`src/rtl/lcdst_pkg.sv`:
```
package lcdst_pkg;
  localparam int ON_W  = 4;
  localparam int OFF_W = 6;
  localparam int TK_W  = OFF_W + 1;

  typedef enum logic [1:0] {S_IDLE, S_ACT, S_GAP} seq_st_e;

  typedef struct packed {
    logic [TK_W-1:0] cs_on;
    logic [TK_W-1:0] cs_off;
    logic [TK_W-1:0] st_on;
    logic [TK_W-1:0] st_off;
    logic [TK_W-1:0] smp;
    logic [TK_W-1:0] last;
    logic [TK_W-1:0] gap;
  } win_t;
endpackage

```
`src/rtl/lcdst_timing_fix.sv`:
```
module lcdst_timing_fix
  import lcdst_pkg::*;
(
  input  logic [31:0] tw0,
  input  logic [31:0] tw1,
  input  logic        rd,
  output win_t        win
);
  function automatic logic [TK_W-1:0] vmax(input logic [TK_W-1:0] a, input logic [TK_W-1:0] b);
    return (a > b) ? a : b;
  endfunction

  logic [TK_W-1:0] cs_on, cs_off_r, we_on, we_off_r, re_on, re_off_r;
  logic [TK_W-1:0] we_len, re_len, gap, acc_r;
  logic [TK_W-1:0] we_off, re_off, cs_off, acc, we_cyc, re_cyc;

  always_comb begin
    cs_on    = TK_W'(tw0[3:0]);
    cs_off_r = TK_W'(tw0[9:4]);
    we_on    = TK_W'(tw0[13:10]);
    we_off_r = TK_W'(tw0[19:14]);
    re_on    = TK_W'(tw0[23:20]);
    re_off_r = TK_W'(tw0[29:24]);
    we_len   = TK_W'(tw1[5:0]);
    re_len   = TK_W'(tw1[11:6]);
    gap      = TK_W'(tw1[17:12]);
    acc_r    = TK_W'(tw1[27:22]);

    // releases strictly after asserts
    we_off = (we_off_r > we_on) ? we_off_r : we_on + TK_W'(1);
    re_off = (re_off_r > re_on) ? re_off_r : re_on + TK_W'(1);
    cs_off = (cs_off_r > cs_on) ? cs_off_r : cs_on + TK_W'(1);
    // CS may not release before either strobe
    cs_off = vmax(cs_off, vmax(we_off, re_off));
    acc    = (acc_r > re_on) ? acc_r : re_on + TK_W'(1);
    we_cyc = vmax(we_len, we_off);
    re_cyc = vmax(re_len, re_off);

    win.cs_on  = cs_on;
    win.cs_off = cs_off;
    win.st_on  = rd ? re_on  : we_on;
    win.st_off = rd ? re_off : we_off;
    win.smp    = acc;
    win.gap    = gap;
    win.last   = rd ? vmax(vmax(re_cyc, cs_off), acc + TK_W'(1))
                    : vmax(we_cyc, cs_off);
  end
endmodule

```
`src/rtl/lcdst_tick_div.sv`:
```
module lcdst_tick_div (
  input  logic clk,
  input  logic rst_n,
  input  logic restart,
  input  logic div2,
  output logic tick
);
  logic ph;

  always_ff @(posedge clk or negedge rst_n) begin
    if (!rst_n)       ph <= 1'b0;
    else if (restart) ph <= 1'b0;
    else if (div2)    ph <= ~ph;
    else              ph <= 1'b0;
  end

  assign tick = !div2 || ph;

  // with halving active, tick pulses never come on adjacent clocks
  p_tick_alternate_r1: assert property (@(posedge clk) disable iff (!rst_n)
    (div2 && tick && !restart) |=> !tick);
endmodule

```
`src/rtl/lcdst_seq.sv`:
```
module lcdst_seq
  import lcdst_pkg::*;
(
  input  logic clk,
  input  logic rst_n,
  input  logic req_fire,
  input  logic rd_in,
  input  win_t win_in,
  input  logic div2_in,
  input  logic tick,
  output logic ready,
  output logic active,
  output logic rd_q,
  output logic div2_q,
  output logic cs_n,
  output logic st_n,
  output logic smp_fire,
  output logic done_rd
);
  seq_st_e         st;
  logic [TK_W-1:0] t;
  win_t            w;
  logic            done_q;

  always_ff @(posedge clk or negedge rst_n) begin
    if (!rst_n) begin
      st     <= S_IDLE;
      t      <= '0;
      w      <= '0;
      rd_q   <= 1'b0;
      div2_q <= 1'b0;
      done_q <= 1'b0;
    end else begin
      done_q <= 1'b0;
      case (st)
        S_IDLE: if (req_fire) begin
          st     <= S_ACT;
          t      <= '0;
          w      <= win_in;
          rd_q   <= rd_in;
          div2_q <= div2_in;
        end
        S_ACT: if (tick) begin
          if (t == w.last - TK_W'(1)) begin
            t      <= '0;
            done_q <= rd_q;
            st     <= (w.gap == '0) ? S_IDLE : S_GAP;
          end else begin
            t <= t + TK_W'(1);
          end
        end
        S_GAP: if (tick) begin
          if (t == w.gap - TK_W'(1)) begin
            t  <= '0;
            st <= S_IDLE;
          end else begin
            t <= t + TK_W'(1);
          end
        end
        default: st <= S_IDLE;
      endcase
    end
  end

  assign ready    = (st == S_IDLE);
  assign active   = (st == S_ACT);
  assign cs_n     = !(active && t >= w.cs_on && t < w.cs_off);
  assign st_n     = !(active && t >= w.st_on && t < w.st_off);
  assign smp_fire = active && rd_q && tick && (t == w.smp);
  assign done_rd  = done_q;

  // gap counter stays inside the programmed recovery window
  p_gap_bound_r9: assert property (@(posedge clk) disable iff (!rst_n)
    (st == S_GAP) |-> (t < w.gap));
  // the capture point lies inside the cycle
  p_sample_inside_r5: assert property (@(posedge clk) disable iff (!rst_n)
    smp_fire |-> (t < w.last));
endmodule

```
`src/rtl/lcd_strobe_timer.sv`:
```
module lcd_strobe_timer
  import lcdst_pkg::*;
#(
  parameter int DATA_W = 16
) (
  input  logic              clk,
  input  logic              rst_n,
  input  logic [31:0]       cfg_timing0,
  input  logic [31:0]       cfg_timing1,
  input  logic              cfg_div2,
  input  logic [1:0]        cfg_width,
  input  logic              req_valid,
  output logic              req_ready,
  input  logic [1:0]        req_kind,
  input  logic [DATA_W-1:0] req_wdata,
  output logic              rsp_valid,
  output logic [DATA_W-1:0] rsp_rdata,
  output logic              lcd_cs_n,
  output logic              lcd_we_n,
  output logic              lcd_re_n,
  output logic              lcd_dc,
  output logic [DATA_W-1:0] lcd_data_o,
  output logic              lcd_data_oe,
  input  logic [DATA_W-1:0] lcd_data_i
);
  localparam int NARROW_W = DATA_W / 2;

  win_t win;
  logic fire, tick, active, rd_q, div2_q, cs_n, st_n, smp_fire, done_rd;
  logic [DATA_W-1:0] wdata_q, rdata_q;
  logic cmd_q, wide_q;

  assign fire = req_valid && req_ready;

  lcdst_timing_fix u_fix (
    .tw0 (cfg_timing0),
    .tw1 (cfg_timing1),
    .rd  (req_kind[1]),
    .win (win)
  );

  lcdst_tick_div u_div (
    .clk     (clk),
    .rst_n   (rst_n),
    .restart (fire),
    .div2    (div2_q),
    .tick    (tick)
  );

  lcdst_seq u_seq (
    .clk      (clk),
    .rst_n    (rst_n),
    .req_fire (fire),
    .rd_in    (req_kind[1]),
    .win_in   (win),
    .div2_in  (cfg_div2),
    .tick     (tick),
    .ready    (req_ready),
    .active   (active),
    .rd_q     (rd_q),
    .div2_q   (div2_q),
    .cs_n     (cs_n),
    .st_n     (st_n),
    .smp_fire (smp_fire),
    .done_rd  (done_rd)
  );

  always_ff @(posedge clk or negedge rst_n) begin
    if (!rst_n) begin
      wdata_q <= '0;
      cmd_q   <= 1'b0;
      wide_q  <= 1'b0;
      rdata_q <= '0;
    end else begin
      if (fire) begin
        wdata_q <= req_wdata;
        cmd_q   <= (req_kind == 2'b00);
        wide_q  <= (cfg_width == 2'b11);
      end
      if (smp_fire)
        rdata_q <= wide_q ? lcd_data_i : {{(DATA_W-NARROW_W){1'b0}}, lcd_data_i[NARROW_W-1:0]};
    end
  end

  assign lcd_cs_n    = cs_n;
  assign lcd_we_n    = rd_q ? 1'b1 : st_n;
  assign lcd_re_n    = rd_q ? st_n : 1'b1;
  assign lcd_dc      = !(active && cmd_q);
  assign lcd_data_oe = active && !rd_q;
  assign lcd_data_o  = !lcd_data_oe ? '0 :
                       wide_q ? wdata_q : {{(DATA_W-NARROW_W){1'b0}}, wdata_q[NARROW_W-1:0]};
  assign rsp_valid   = done_rd;
  assign rsp_rdata   = rdata_q;

  // chip select is never low while the block offers to accept
  p_ready_cs_high_r9: assert property (@(posedge clk) disable iff (!rst_n)
    req_ready |-> lcd_cs_n);
  // an accepted request makes the block busy on the next clock
  p_accept_busy_r9: assert property (@(posedge clk) disable iff (!rst_n)
    fire |=> !req_ready);
  // the bus is never driven while the read strobe is low
  p_oe_excl_read_r8: assert property (@(posedge clk) disable iff (!rst_n)
    !lcd_re_n |-> !lcd_data_oe);
  // completion is a single-clock pulse
  p_rsp_pulse_r5: assert property (@(posedge clk) disable iff (!rst_n)
    rsp_valid |=> !rsp_valid);
endmodule

```
`config.mk`:
```
export PLATFORM = sky130hd
export DESIGN_NAME = lcd_strobe_timer
export DESIGN_NICKNAME = d
export VERILOG_FILES = /design/src/rtl/lcdst_pkg.sv /design/src/rtl/lcdst_timing_fix.sv /design/src/rtl/lcdst_tick_div.sv /design/src/rtl/lcdst_seq.sv /design/src/rtl/lcd_strobe_timer.sv
export SDC_FILE = /design/constraint.sdc
export NUM_CORES = 1
export LEC_CHECK = 0
export ABC_AREA = 1
export BUFFER_PORTS_ARGS = -buffer_cell sky130_fd_sc_hd__buf_2
export CAP_MARGIN = 5
export CORE_ASPECT_RATIO = 1.25
export CORE_MARGIN = 10
export CORE_UTILIZATION = 40
export DETAILED_ROUTE_END_ITERATION = 10
export PLACE_DENSITY_LB_ADDON = 0.12
export REMOVE_ABC_BUFFERS = 1
export SLEW_MARGIN = 0
export SYNTH_ARGS = -nofsm -noshare
export SYNTH_HDL_FRONTEND = slang
export SYNTH_SLANG_ARGS = --single-unit
```
`constraint.sdc`:
```
create_clock -name clk -period 4.2 [get_ports clk]
set_input_delay 0.21 -clock clk [delete_from_list [all_inputs] [get_ports clk]]
set_output_delay 0.21 -clock clk [all_outputs]
set_load 0.01 [all_outputs]
```
==> results of run 1 <==
-- kinds of logic (layout without fill, tap and decap cells) --
group                      count (synthesis)  count (layout)  share of synthesized area [%]
DFF                                       86              86                           30.1
adders and majority gates                 72              72                           12.6
buffers and inverters                    172             465                           9.15
and+or+nand+nor                          453             454                           29.5
AOI/OAI and AO/OA                        158             158                           12.9
xor gates and xnor gates                  35              35                           4.29
muxes                                      9               9                           1.40
-- where the power goes --
part | leakage, nW | switching [mW] | internal [mW]
clock network | 0.132 | 0.346 | 0.407
registers | 1.06 | 0.260 | 1.20
logic | 4.15 | 1.67 | 1.32
-- layout make-up --
type | count | area [sq um]
inverters | 150 | 571
well taps | 224 | 280
multi-input cells | 728 | 4820
fillers | 1663 | 7390
repair buffers | 299 | 2000
clock buffers | 9 | 225
flip-flops and latches | 86 | 2150
clock inverters | 7 | 58.8
-- per-layer routing --
layer	track usage, %	vias up	wire length, um
met4	6.54	0	505
met5	0	-	0
met3	2.97	32	908
met1	20.1	3247	9060
met2	33.4	142	11200
li1	-	3768	-
-- flip-flops by register name, summed over array words and instances, names as in the netlist --
register / count
wide_q: 1
u_div.ph: 1
u_seq.t: 7
wdata_q: 16
u_seq.div2_q: 1
u_seq.rd_q: 1
u_seq.done_rd: 1
rsp_rdata: 16
u_seq.st: 2
cmd_q: 1
u_seq.w: 39
-- timing repair --
item	4_1_cts	5_1_grt
endpoints found under the setup margin	6	6
buffers inserted	24	6
hold buffers	1	0
pin swaps	65	49
endpoints found under the hold margin	59	0
gates resized for setup	99	41
cloned	1	0
-- synth_stat cells, types with 2 or more instances --
cell type    n
or2_2        3
o21bai_1     2
o21a_1       2
ha_1        72
nand2_1    264
inv_2        7
nor3_1       7
a211oi_1     3
nand2_4     12
o21ai_1      3
a22oi_1      4
clkbuf_1    19
nand4_1      5
xor2_1      23
o21ai_0     86
nand3_1     65
dfrtp_1     86
nor2_4       3
nand3b_1     7
mux2_2       8
o22ai_1      3
a21oi_1     33
nand2_2     20
nor2_1      53
nor2_2       2
o21ai_2      2
o311ai_0     3
nand3b_4     2
nor4_1       2
and2_1       2
o221ai_1     5
o211ai_1     2
inv_1      142
buf_1        2
xnor2_1     12
nand3_2      3
-- critical path: cells and delay by family --
family	cells	cell delay (ns)
AND/OR/NAND/NOR	25	1.94
AO/OA/AOI/OAI	3	0.37
buffers and inverters	15	1.62
adder cells (fa/ha/maj)	4	0.96
-- final timing paths --
path / slack, ns / to
max: -0.71 / u_seq.w[11]$_DFFE_PN0P_
min: 0.06 / u_seq.w[4]$_DFFE_PN0P_
max reg2reg: 1.53 / rsp_rdata[5]$_DFFE_PN0P_
min reg2reg: 0.44 / u_div.ph$_DFF_PN0_
max in group asynchronous: 2.84 / rsp_rdata[10]$_DFFE_PN0P_
min in group asynchronous: 0.49 / wdata_q[7]$_DFFE_PN0P_
==> flow_summary.toml, run 1 <==
[run_status]
status = "finished with violations"
violations = "negative setup slack"

[power_and_ir_drop]
p_total_mw = 5.21
irDropWorstVdd_mv = 0.211
powerDensity_mw_per_mm2 = 515
p_leak_nw = 5.34

[final_layout]
antenna_cells = 0
fin_area_sq_mm = 0.0101
most-common-layout-cells = "nand2_1 (228), buf_4 (162), inv_1 (129)"
nNetsFinal = 1450
drive_gt1_share_pct = 37.5
fin_util_pct = 57.8
final_cells = 1503
syn2layout_area_growth_pct = 41.6
mostFrequentLayoutCell = "nand2_1"

[cts]
clk_pin_slew_ns = 0.07
clockBufferDepth = 2
cts-root-buf = "clkbuf_16"
htreeDepth = 3
cts_tree = "built"
clk_latency_ns = 0.34
numCtsBuffers = 9
cts_sinks = 86

[sta]
rsz0062_at_grt = "yes"
fmax_mhz = 204
fin_ws_ns = -0.707
report.final.hold_viol_count = 0
finalCritPeriodShare_pct = 117
finalSetupViolations = 6
worst_hold_slack_ns = 0.0606
tightest_slew_ns = 1.02
fin_setup_tns_ns = -4.13
final-max-slew-violation-count = 0
relSlewSlack_pct = 32.3
clock_skew_ns = 0.00592
layout_min_cycle_time_ns = 4.91

[setup_path]
start_kind = "input pin"
critical_path.max_fanout = 8
path_class = "input pin to flip-flop"
cp-startpoint = "cfg_timing0[17]"
slowest_delay_ns = 0.27
worstPathRequired_ns = 4.43
worstPathArrival_ns = 5.13
crit_path_top_delay_cell = "ha_4"
ff2ff_path_depth = 8
worstReg2RegStart = "u_seq.st[1]$_DFFE_PN0P_"
cp_common_cell = "buf_4"
critPathCaptureType = "flip-flop"

[route]
drtIter0Drc = 265
vias = 7189
drc = 0
ant_nets = 0
routed_via_density = 4.78
dr.pass1.iters = 4
wire_per_inst_um = 14.4
routed_wl_mm = 21.7

[placement]
dpl.hpwl_mm = 17.2
placedCellCount = 1455
place_area_sq_mm = 0.00903
globalplace.congestion = 0.891
portBuffers = 132
place_ws_ns = -1.61

[die]
start_util_pct = 40.8
dieArea_sq_mm = 0.0236
coreArea_sq_mm = 0.0175
die_w_um = 139
io_pins = 143
die_y_um = 169
rows = 54

[worst_hold_path]
hp-class = "input pin to flip-flop"
whs_path_depth = 3
min-delay-start = "cfg_timing1[16]"

[synthesis]
synth_top_flop_cell = "dfrtp_1"
synth_top_cell_by_area = "dfrtp_1"
async_reset_ff_share_pct = 100
synth-edff-count = 0
ys_seq_elements = 86
netlist_area_sq_mm = 0.00714
synth-seq-area-share_pct = 30.1
yosys.cell_types.count = 52
synthCells = 985
syn_area_per_cell_sq_um = 7.25
yosysTopAreaCellShare_pct = 30.1
yosys-top-cells-area = "dfrtp_1 (30%), nand2_1 (14%), ha_1 (13%)"
yosysWarnings = 0

[flow_run]
cap_violations = 0

[grt]
grt_pass1_wl_mm = 35.3
antenna_found_initial = 0
track_usage_pct = 18.0
grt_max_degree = 61
grt-ovfl-total = 0
grt_pass1_vias = 7271
No activity file was read; power rests on OpenSTA's default activity.
==> run 2, diff against run 1 <==
--- a/config.mk
+++ b/config.mk
@@ -6,6 +6,7 @@
 export NUM_CORES = 1
 export LEC_CHECK = 0
 export ABC_AREA = 1
+export ABC_CLOCK_PERIOD_IN_PS = 4600
 export BUFFER_PORTS_ARGS = -buffer_cell sky130_fd_sc_hd__buf_2
 export CAP_MARGIN = 5
 export CORE_ASPECT_RATIO = 1.25
==> constraint.sdc (replaced) <==
create_clock -name clk -period 4.6 [get_ports clk]
set_input_delay 0.23 -clock clk [delete_from_list [all_inputs] [get_ports clk]]
set_output_delay 0.23 -clock clk [all_outputs]
set_load 0.01 [all_outputs]
==> run 2 against run 1 <==
The flow still finishes with violations (negative setup slack). Via count is 0.14% lower. Highest routed layer unchanged. Clock skew increased by 0.0036 ns. Final cell count fell by 1.0%. Clock-buffer cell count increased by 2. Global-route usage down 0.065 points. Critical endpoint is now u_seq.w[8]$_DFFE_PN0P_. Cell area fell by 0.67%.
==> flow_summary.toml, run 2 (synthesized netlist as in run 1, its figures left out) <==
[die]
die_w_um = 139
coreArea_sq_mm = 0.0175
dieArea_sq_mm = 0.0236
io_pins = 143
die_y_um = 169
start_util_pct = 40.8
rows = 54

[sta]
relSlewSlack_pct = 31.5
clock_skew_ns = 0.00949
layout_min_cycle_time_ns = 5.03
finalCritPeriodShare_pct = 109
finalSetupViolations = 6
fmax_mhz = 199
rsz0062_at_grt = "yes"
final-max-slew-violation-count = 0
fin_ws_ns = -0.430
report.final.hold_viol_count = 0
tightest_slew_ns = 1.03

[power_and_ir_drop]
swShare_pct = 42.6
seqPwrFrac_pct = 27.8
comb_power_share_pct = 56.3
irDropWorstVdd_mv = 0.196
p_total_mw = 4.78
p_clk_share_pct = 15.9
switchingPower_mw = 2.04
powerDensity_mw_per_mm2 = 476
p_int_mw = 2.74
p_leak_nw = 5.30

[route]
dr.pass1.iters = 4
drc = 0
routed_via_density = 4.82
wire_per_inst_um = 14.7
ant_nets = 0
drtIter0Drc = 307
routed_wl_mm = 21.9
vias = 7179

[final_layout]
most-common-layout-cells = "nand2_1 (231), buf_4 (147), inv_1 (126)"
fin_util_pct = 57.4
nNetsFinal = 1436
fin_area_sq_mm = 0.0100
largest_reg_flops = 39
regMostFlops = "u_seq.w"
antenna_cells = 0
drive_gt1_share_pct = 36.5
mostFrequentLayoutCell = "nand2_1"
syn2layout_area_growth_pct = 40.6

[cts]
clk_pin_slew_ns = 0.06
cts_tree = "built"
cts-root-buf = "clkbuf_16"
clk_latency_ns = 0.34
htreeDepth = 3
numCtsBuffers = 9
cts_sinks = 86
clockBufferDepth = 2

[placement]
globalplace.congestion = 0.884
dpl.hpwl_mm = 17.1
portBuffers = 132
place_area_sq_mm = 0.00897
place_ws_ns = -1.28

[setup_path]
cp_common_cell = "nand2_2"
path_class = "input pin to flip-flop"
critical_path.max_fanout = 8
worstPathArrival_ns = 5.26
start_kind = "input pin"
critPathCaptureType = "flip-flop"
crit_path_top_delay_cell = "ha_1"
worstPathRequired_ns = 4.83
slowest_delay_ns = 0.28

[worst_hold_path]
hp-class = "input pin to flip-flop"

[grt]
grt_pass1_vias = 7121
track_usage_pct = 17.9
grt-ovfl-total = 0
grt_pass1_wl_mm = 35.2
antenna_found_initial = 0
grt_max_degree = 58

[flow_run]
cap_violations = 0

[run_status]
violations = "negative setup slack"
status = "finished with violations"
run 2: path summary, 6_finish.rpt:
kind                                         start                   endpoint  slack [ns]  depth (start not counted)
setup reg to reg           u_seq.st[1]$_DFFE_PN0P_   rsp_rdata[7]$_DFFE_PN0P_        1.93                          8
setup / recovery                   cfg_timing0[12]     u_seq.w[8]$_DFFE_PN0P_       -0.43                         44
hold reg to reg                 u_div.ph$_DFF_PN0_         u_div.ph$_DFF_PN0_        0.43                          1
hold / removal                     cfg_timing1[15]     u_seq.w[3]$_DFFE_PN0P_        0.08                          3
min in group asynchronous                    rst_n     wdata_q[0]$_DFFE_PN0P_        0.41                          2
max in group asynchronous                    rst_n  rsp_rdata[11]$_DFFE_PN0P_        3.19                          3
run 2: worst max-delay path, delay by kind of cell:
| kind | cells | cell delay [ns] |
|---|---|---|
| compound gates | 8 | 1.12 |
| fa+ha+maj | 5 | 1.37 |
| simple gates | 27 | 2.27 |
| buf+inv | 4 | 0.25 |
run 2: what timing repair did:
item | 4_1_cts | 5_1_grt
setup endpoints to repair | 6 | 6
buffers inserted | 19 | 6
hold endpoints to repair | 38 | 0
gates cloned | 1 | 0
pin swaps | 40 | 51
hold buffers | 1 | 0
gates resized for setup | 104 | 42
run 2: layer usage:
| metal | vias up | routed length (um) | track usage, % |
|---|---|---|---|
| li1 | 3726 | - | - |
| met2 | 147 | 11300 | 32.4 |
| met1 | 3271 | 8990 | 20.6 |
| met3 | 35 | 1000 | 3.28 |
| met5 | - | 0 | 0 |
| met4 | 0 | 620 | 6.59 |
run 2: layout make-up:
class                           count  area (sq um)
Clock inverter                      4          72.6
Tap cell                          224           280
Sequential cell                    86          2150
Multi-Input combinational cell    728          4820
Clock buffer                       11           233
Timing Repair Buffer              285          1910
Inverter                          150           573
Fill cell                        1687          7460
run 2: per-stage QoR:
stage          cells  hold slack, ns  TNS, ns
3_5_place_dp    1446           0.239    -7.46
3_3_place_gp    1446           0.233    -6.38
5_1_grt         1488          0.0879    -4.76
4_1_cts         1482          0.0713    -1.41
2_1_floorplan    963         -0.0656    -6.83
6_report        1488          0.0793    -2.49
run 2: power by group through the flow:
stage	combinational [mW]	clock, mW	sequential, mW
2_1_floorplan	1.55	0	1.31
3_3_place_gp	2.35	0	1.33
3_5_place_dp	2.38	0	1.34
4_1_cts	2.57	0.780	1.33
5_1_grt	3.04	0.809	1.37
6_report	2.69	0.762	1.33
==> run 3, diff against run 2 <==
--- a/config.mk
+++ b/config.mk
@@ -5,7 +5,6 @@
 export SDC_FILE = /design/constraint.sdc
 export NUM_CORES = 1
 export LEC_CHECK = 0
-export ABC_AREA = 1
 export ABC_CLOCK_PERIOD_IN_PS = 4600
 export BUFFER_PORTS_ARGS = -buffer_cell sky130_fd_sc_hd__buf_2
 export CAP_MARGIN = 5
@@ -13,7 +12,6 @@
 export CORE_MARGIN = 10
 export CORE_UTILIZATION = 40
 export DETAILED_ROUTE_END_ITERATION = 10
-export PLACE_DENSITY_LB_ADDON = 0.12
 export REMOVE_ABC_BUFFERS = 1
 export SLEW_MARGIN = 0
 export SYNTH_ARGS = -nofsm -noshare
==> run 3 against run 2 <==
The run still ends with negative setup slack left. First-iteration DRC count up 36%. Critical path depth is 9 lower. Synthesized area increased by 1.0%. Routed wire length increased by 1.4%. Clock skew about the same. Cell area rose by 1.3%.
==> flow_summary.toml, run 3 <==
[run_status]
status = "finished with violations"
violations = "negative setup slack"

[final_layout]
largest_reg_flops = 39
fin_area_sq_mm = 0.0102
regMostFlops = "u_seq.w"
syn2layout_area_growth_pct = 41.1
most-common-layout-cells = "buf_4 (182), buf_2 (125), dfrtp_1 (86)"
antenna_cells = 0
fillers = 1581
fin_util_pct = 57.9
mostFrequentLayoutCell = "buf_4"
final_cells = 1351
nNetsFinal = 1298
drive_gt1_share_pct = 41.0

[setup_path]
timing.rr.end = "u_seq.t[5]$_DFFE_PN0P_"
critPathCaptureType = "flip-flop"
worst-r2r-setup-slack_ns = 2.00
crit_path_top_delay_cell = "or4_4"
start_kind = "input pin"
slowest_delay_ns = 0.53
path_class = "input pin to flip-flop"
worstReg2RegStart = "u_seq.w[2]$_DFFE_PN0P_"
critical_path.max_fanout = 6
ff2ff_path_depth = 11
worstPathArrival_ns = 6.94
worstPathRequired_ns = 4.82

[route]
ant_nets = 0
routed_via_density = 5.23
routed_wl_mm = 22.2
drtIter0Drc = 416
dr.pass1.iters = 5
vias = 7069
wire_per_inst_um = 16.4
drc = 0

[die]
coreArea_sq_mm = 0.0176
start_util_pct = 41.0
rows = 54
die_w_um = 140
die_y_um = 170
io_pins = 143
dieArea_sq_mm = 0.0238

[synthesis]
synthXorXnorAreaFrac_pct = 5.83
synth-compound-area-share_pct = 16.9
synth_top_family_by_area = "simple AND/OR/NAND/NOR gates"
yosys-top-cells-area = "dfrtp_1 (30%), ha_1 (12%), mux2_2 (5.9%)"
synth_commonest_cells = "dfrtp_1 (86), nand2_1 (83), ha_1 (72)"
netlist_area_sq_mm = 0.00721
synth_mux_area_share_pct = 10.8
yosysTopAreaCellShare_pct = 29.8
synth_top_cell_by_area = "dfrtp_1"
yosysWarnings = 0
synth_top_flop_cell = "dfrtp_1"
ys_seq_elements = 86
async_reset_ff_share_pct = 100
synth-edff-count = 0
synth-seq-area-share_pct = 29.8
syn_area_per_cell_sq_um = 8.78
synth_simple_gate_area_share_pct = 17.8
synthMostInstantiatedCell = "dfrtp_1"
synth_adder_area_share_pct = 13.4
synthCells = 821
yosys.cell_types.count = 82

[sta]
fmax_mhz = 149
clock_skew_ns = 0.00960
relSlewSlack_pct = 41.9
rsz0062_at_grt = "yes"
layout_min_cycle_time_ns = 6.72
finalSetupViolations = 6
final-max-slew-violation-count = 0
tightest_slew_ns = 0.869
report.final.hold_viol_count = 0
worst_hold_slack_ns = 0.0798
fin_setup_tns_ns = -12.60
finalCritPeriodShare_pct = 146
fin_ws_ns = -2.12

[placement]
placedCellCount = 1300
globalplace.congestion = 0.950
place_ws_ns = -2.91
dpl.hpwl_mm = 17.1
portBuffers = 132
place_area_sq_mm = 0.00915

[worst_hold_path]
whs_path_depth = 2
hp-class = "input pin to flip-flop"
min-delay-start = "req_kind[0]"
worstHoldEndpoint = "cmd_q$_DFFE_PN0P_"

[grt]
grt_max_degree = 55
grt_pass1_wl_mm = 36.0
antenna_found_initial = 0
grt-ovfl-total = 0
track_usage_pct = 18.0
grt_pass1_vias = 7161

[cts]
cts-root-buf = "clkbuf_16"
clockBufferDepth = 2
numCtsBuffers = 9
clk_latency_ns = 0.34
cts_tree = "built"
clk_pin_slew_ns = 0.06
htreeDepth = 3
cts_sinks = 86

[power_and_ir_drop]
p_total_mw = 4.61
powerDensity_mw_per_mm2 = 453
p_leak_nw = 5.00
irDropWorstVdd_mv = 0.229

[flow_run]
cap_violations = 0
[run 3: final cells by class]
class                   count  area [sq um]  share of cell area (%)
well taps                 224           280                    2.75
repair buffers            317          2110                    20.7
multi-input cells         641          5050                    49.6
inverters                  67           259                    2.55
flip-flops and latches     86          2150                    21.2
clock inverters             5          82.6                   0.812
clock buffers              11           243                    2.39
[run 3: report_power, final]
part / internal, mW / switching, mW / total, mW / leakage, nW
combinational: 1.24 / 1.26 / 2.51 / 3.82
clock: 0.491 / 0.295 / 0.786 / 0.148
sequential: 1.10 / 0.224 / 1.32 / 1.04
[run 3: per-layer routing]
metal	vias up	routed length (um)	track usage, %
met5	-	0	0
met4	0	595	6.70
met3	43	1080	3.04
met2	194	11100	32.2
met1	3312	9370	21.0
li1	3520	-	-
[run 3: what timing repair did]
item	CTS	global route
hold endpoints to repair	48	0
buffers inserted	27	7
gates resized for setup	66	31
hold buffers	1	0
pin swaps	51	35
setup endpoints to repair	8	6
[run 3: worst max-delay path: cells and delay by family]
kind	cells	cell delay, ns
AND/OR/NAND/NOR	11	1.91
multiplexers	3	0.82
buffers and inverters	3	0.37
AO/OA/AOI/OAI	14	2.61
adder cells (fa/ha/maj)	4	0.96
[run 3: worst max path at each step]
stage,from,endpoint,cells past startpoint
floorplan,cfg_timing0[13],u_seq.w[9]$_DFFE_PN0P_,39
global placement,cfg_timing0[13],u_seq.w[10]$_DFFE_PN0P_,42
detailed placement,cfg_timing0[13],u_seq.w[11]$_DFFE_PN0P_,38
CTS,cfg_timing0[13],u_seq.w[9]$_DFFE_PN0P_,38
global route,cfg_timing0[13],u_seq.w[8]$_DFFE_PN0P_,37
finish,cfg_timing0[27],u_seq.w[7]$_DFFE_PN0P_,35
[run 3: logic make-up after synthesis]
kind of cell	Yosys count
AND/OR/NAND/NOR	258
AO/OA/AOI/OAI	185
buffers and inverters	94
flip-flops	86
adder cells (fa/ha/maj)	78
multiplexers	72
XOR/XNOR	48
